### src/rtl/bypmul_pkg.sv
package bypmul_pkg;

    // generic full-adder sum bit
    function automatic logic fa_sum(input logic x, input logic y, input logic ci);
        return x ^ y ^ ci;
    endfunction

    // generic full-adder carry bit
    function automatic logic fa_carry(input logic x, input logic y, input logic ci);
        return (x & y) | (x & ci) | (y & ci);
    endfunction

    // incrementer cell: third addend is the constant one
    function automatic logic inc_sum(input logic x, input logic y);
        return ~(x ^ y);
    endfunction

    function automatic logic inc_carry(input logic x, input logic y);
        return x | y;
    endfunction

endpackage

### src/rtl/bypmul_cell.sv
module bypmul_cell
    import bypmul_pkg::*;
(
    input  logic x,      // sum from previous row, same weight
    input  logic y,      // carry from previous row, same weight
    input  logic a_bit,
    input  logic b_bit,
    output logic s,
    output logic c
);
    logic en;
    logic gx, gy;

    // the cell adds only when its partial product is one
    assign en = a_bit & b_bit;
    // operand gating keeps an idle cell quiet
    assign gx = x & en;
    assign gy = y & en;

    // bypass muxes: forward the sum, emit no carry
    assign s = en ? inc_sum(gx, gy)   : x;
    assign c = en ? inc_carry(gx, gy) : 1'b0;
endmodule

### src/rtl/bypmul_row.sv
module bypmul_row #(
    parameter int N = 8
) (
    input  logic [N-1:0] a,
    input  logic         bj,
    input  logic [N-1:0] s_in,
    input  logic [N-1:0] c_in,
    output logic [N-1:0] s_out,
    output logic [N-1:0] c_out,
    output logic [N-1:0] fix_out
);
    // carries stranded by a skipped row leave through the correction path
    assign fix_out = bj ? '0 : c_in;

    for (genvar i = 0; i < N; i++) begin : g_col
        logic xin;
        if (i == N - 1) begin : g_top
            assign xin = 1'b0;
        end else begin : g_mid
            assign xin = s_in[i+1];
        end
        bypmul_cell u_cell (
            .x     (xin),
            .y     (c_in[i]),
            .a_bit (a[i]),
            .b_bit (bj),
            .s     (s_out[i]),
            .c     (c_out[i])
        );
    end
endmodule

### src/rtl/bypmul_resolve.sv
module bypmul_resolve
    import bypmul_pkg::*;
#(
    parameter int N = 8
) (
    input  logic [N-1:1]   s_hi,   // last-row sums, weights N .. 2N-2
    input  logic [N-1:0]   c_last, // last-row carries, weights N .. 2N-1
    input  logic [N-1:0]   low,    // product bits 0 .. N-1
    input  logic [2*N-1:0] corr,   // accumulated bypassed carries
    output logic [2*N-1:0] prod
);
    localparam int PW = 2 * N;

    logic [N-1:0] op1;
    logic [N-1:0] cry;
    logic [N-1:0] upper;

    assign cry[0] = 1'b0;

    for (genvar k = 0; k < N; k++) begin : g_rca
        if (k < N - 1) begin : g_op
            assign op1[k]   = s_hi[k+1];
            assign cry[k+1] = fa_carry(op1[k], c_last[k], cry[k]);
        end else begin : g_msb
            assign op1[k] = 1'b0;
        end
        assign upper[k] = fa_sum(op1[k], c_last[k], cry[k]);
    end

    // correcting adder restores bypassed carries
    assign prod = PW'({upper, low}) + corr;
endmodule

### src/rtl/bypmul.sv
module bypmul #(
    parameter int N       = 8,
    parameter bit REG_OUT = 1'b1
) (
    input  logic           clk,
    input  logic           rst,
    input  logic [N-1:0]   a,
    input  logic [N-1:0]   b,
    output logic [2*N-1:0] p
);
    localparam int PW = 2 * N;

    logic [N-1:0][N-1:0]  s_row;
    logic [N-1:0][N-1:0]  c_row;
    logic [N-1:0][N-1:0]  fix_row;
    logic [N-1:0][PW-1:0] corr_acc;
    logic [N-1:0]         low_bits;
    logic [PW-1:0]        prod_comb;

    // stage zero: partial products of b[0], no carries yet
    assign s_row[0]    = a & {N{b[0]}};
    assign c_row[0]    = '0;
    assign fix_row[0]  = '0;
    assign corr_acc[0] = '0;

    for (genvar j = 1; j < N; j++) begin : g_row
        bypmul_row #(.N(N)) u_row (
            .a       (a),
            .bj      (b[j]),
            .s_in    (s_row[j-1]),
            .c_in    (c_row[j-1]),
            .s_out   (s_row[j]),
            .c_out   (c_row[j]),
            .fix_out (fix_row[j])
        );
        assign corr_acc[j] = corr_acc[j-1] + (PW'(fix_row[j]) << j);
    end

    for (genvar j = 0; j < N; j++) begin : g_low
        assign low_bits[j] = s_row[j][0];
    end

    bypmul_resolve #(.N(N)) u_res (
        .s_hi   (s_row[N-1][N-1:1]),
        .c_last (c_row[N-1]),
        .low    (low_bits),
        .corr   (corr_acc[N-1]),
        .prod   (prod_comb)
    );

    if (REG_OUT) begin : g_reg
        typedef struct packed {
            logic [PW-1:0] prod;
        } out_t;

        out_t st_d, st_q;

        always_comb begin
            st_d      = st_q;
            st_d.prod = prod_comb;
        end

        always_ff @(posedge clk) begin
            if (rst) st_q <= '0;
            else     st_q <= st_d;
        end

        assign p = st_q.prod;
    end else begin : g_comb
        assign p = prod_comb;
    end
endmodule

### config.mk
export PLATFORM = sky130hd
export DESIGN_NAME = bypmul
export DESIGN_NICKNAME = d
export VERILOG_FILES = /design/src/rtl/bypmul_pkg.sv /design/src/rtl/bypmul_cell.sv /design/src/rtl/bypmul_row.sv /design/src/rtl/bypmul_resolve.sv /design/src/rtl/bypmul.sv
export SDC_FILE = /design/constraint.sdc
export NUM_CORES = 1
export LEC_CHECK = 0
export BUFFER_PORTS_ARGS = -buffer_cell sky130_fd_sc_hd__buf_4
export CORE_UTILIZATION = 68
export DETAILED_ROUTE_END_ITERATION = 12
export GPL_TIMING_DRIVEN = 0
export PLACE_DENSITY = 0.94
export SLEW_MARGIN = 15
export SYNTH_ARGS = -nofsm -noshare
export SYNTH_HDL_FRONTEND = slang
export SYNTH_SLANG_ARGS = --single-unit
export TNS_END_PERCENT = 100
### constraint.sdc
create_clock -name clk -period 33.3 [get_ports clk]
set_input_delay 6.66 -clock clk [delete_from_list [all_inputs] [get_ports clk]]
set_output_delay 6.66 -clock clk [all_outputs]
set_load 0.05 [all_outputs]
==> metrics.cfg <==
[status]
status = completed

[grt]
use_met1_pct = 44.1
grt_pass1_vias = 4465
grtUsageTotal_pct = 34.6
grt_max_degree = 11
antenna_found_initial = 0
use_met2_pct = 61.1
use_met3_pct = 3.02
top_usage_layer = met2
grt_remaining_overflow = 0
grt_pass1_wl_um = 20400

[synth]
syn-num-nets = 722
synthArstFlopShare_pct = 0
yosys.area.top_type = ha_1
netlist_area_mm2 = 0.00471
synthTopCellsByArea = ha_1 (22%), fa_1 (14%), dfxtp_1 (6.8%), nand2_1 (4.5%), nand3_1 (4.4%)
yosysWarnings = 0
seq_area_frac_synth_pct = 6.80
ys.flop_type = dfxtp_1
synth-edff-count = 0
syn_avg_cell_area_um2 = 8.01
synth_seq_cells = 16
ys_types = 63
synth_top_cell_area_share_pct = 22.3
syn_inst = 588

[worst_setup_path]
worst-path-buf-inv = 7
cp_top_family = adder cells
arrival_ns = 15.98
worst_setup_path_start_kind = input pin
critPathMostFrequentCell = ha_1
crit_slowest_cell = fa_1
critical_path_required_ns = 33.45
critPathKind = input pin to flip-flop
path_max_fanout = 10
cp-end-kind = flip-flop
cpPeakStageDelay_ns = 0.41

[route]
vias = 4721
routed_via_density = 6.75
drt-total-wl_um = 12300
route.detailed.drc = 0
drt_iter0_markers = 475
wire_per_inst_um = 17.6
drt_pass1_iterations = 6
final_antenna_net_count = 0

[floorplanning]
core-area_mm2 = 0.00653
fp.dieArea_mm2 = 0.00726
chipHeight_um = 85.2
io_pins = 34
initial_core_util_pct = 72.1
std_cell_rows = 29
die-width_um = 85.2

[timing]
whs_ns = 6.68
fmax_mhz = 63.2
maxSlewViolCount = 0
finalSetupTns_ns = 0
fin_crit_ns = 15.83
rsz0062_at_grt = false
slew_headroom_pct = 56.7
tightest_slew_ns = 0.649
fin_crit_sh_pct = 47.5
hold_violations = 0
setup_viol = 0

[finish]
area_delta_synth_final_pct = 8.00
diodes = 0
fin_nets = 757
largest_reg_flops = 16
fillers = 469
drive_above_1_share_pct = 9.81
final_core_util_pct = 77.9
final_area_mm2 = 0.00508

[clock_tree]
h-tree-depth = 1
cts_tree = yes
hold_buffers = 0
root_buffer = clkbuf_8
clk_pin_slew_ns = 0.07
post_cts_resized = 0
postCtsSetupBuffers = 0
clk_path_buf_depth = 2
numCtsBuffers = 3
cts_num_sinks = 16

[placement]
port-buffer-count = 30
postPlaceCellArea_mm2 = 0.00503
place.gp.congestion = 0.941
place_hpwl_um = 10200

[power_and_ir_drop]
p_leak_nw = 2.33
ir_worst_vdd_v = 0.0000142
power_mw = 0.117
power_density_mw_per_mm2 = 22.9

[job]
maxCapViolations = 0

[min_path]
hold_class = input pin to flip-flop

synth_stat cells, types with 3 or more instances:
master,count
xnor2_1,6
nor2b_1,21
nand3_1,41
fa_1,32
o211ai_1,5
a21o_1,10
o21a_1,4
mux2i_1,3
or2_2,4
nor3b_1,15
inv_1,28
a31oi_1,7
a21oi_1,12
nor2_1,31
buf_2,7
nor3_1,5
or3b_1,5
nand3b_1,16
mux2_1,4
and3b_1,7
and2_1,25
o21ai_0,8
nand4b_1,8
nand4_1,7
and3_1,9
ha_1,84
o21ai_1,13
nand2_1,56
or2_1,8
clkbuf_1,25
xor2_1,3
nand2b_1,8
o2111ai_1,3
dfxtp_1,16
a211oi_1,4
a21boi_1,3
or3_1,13
kinds of logic (layout without fill, tap and decap cells):
family	after synthesis	in the layout	synth area share (%)
and+or+nand+nor	282	282	33.7
adders and majority gates	116	116	35.9
AOI/OAI and AO/OA	90	90	13.8
buffers and inverters	65	99	5.69
DFF	16	16	6.80
muxes	10	10	2.39
xor gates and xnor gates	9	9	1.67
report_power, final:
group | leakage [nW] | internal [mW] | total, mW | switching [mW]
sequential | 0.133 | 0.0221 | 0.0228 | 0.000738
clock | 0.0288 | 0.0105 | 0.0182 | 0.00764
combinational | 2.17 | 0.0284 | 0.0757 | 0.0473
cells in the final DEF, fill, tap and decap left out, drive strengths merged, types with 7 or more instances in the layout:
cell type,instances
a21o,10
a21oi,12
a31oi,7
and2,26
and3,9
and3b,7
buf,42
clkbuf,29
dfxtp,16
fa,32
ha,84
inv,28
mux2,7
nand2,58
nand2b,8
nand3,41
nand3b,16
nand4,7
nand4b,8
nor2,31
nor2b,21
nor3b,15
o21ai,21
or2,12
or3,13
layout make-up:
class	instances	area (µm²)	area share [%]
flip-flops and latches	16	320	6.30
multi-input cells	507	4120	81.0
inverters	28	105	2.07
plain buffers	37	163	3.20
well taps	77	96.3	1.89
clock buffers	4	55.1	1.08
repair buffers	30	225	4.43
per-layer routing:
| layer | vias to the layer above | wire, µm |
|---|---|---|
| met2 | 258 | 5950 |
| met1 | 2256 | 5010 |
| met4 | 0 | 382 |
| met5 | - | 0 |
| met3 | 41 | 996 |
| li1 | 2166 | - |
metrics by stage:
stage,instances,worst slack [ns]
2_1_floorplan,588,18.26
3_3_place_gp,695,17.54
3_5_place_dp,695,17.33
4_1_cts,699,17.58
5_1_grt,699,16.99
6_report,699,17.47
worst paths after layout:
kind / cells after the start / slack (ns) / from / endpoint
worst max-delay path: 42 / 17.47 / a[6] / p[15]$_SDFF_PP0_
worst min-delay path: 3 / 6.68 / b[0] / p[0]$_SDFF_PP0_
Power figures use the tool's default switching activity.
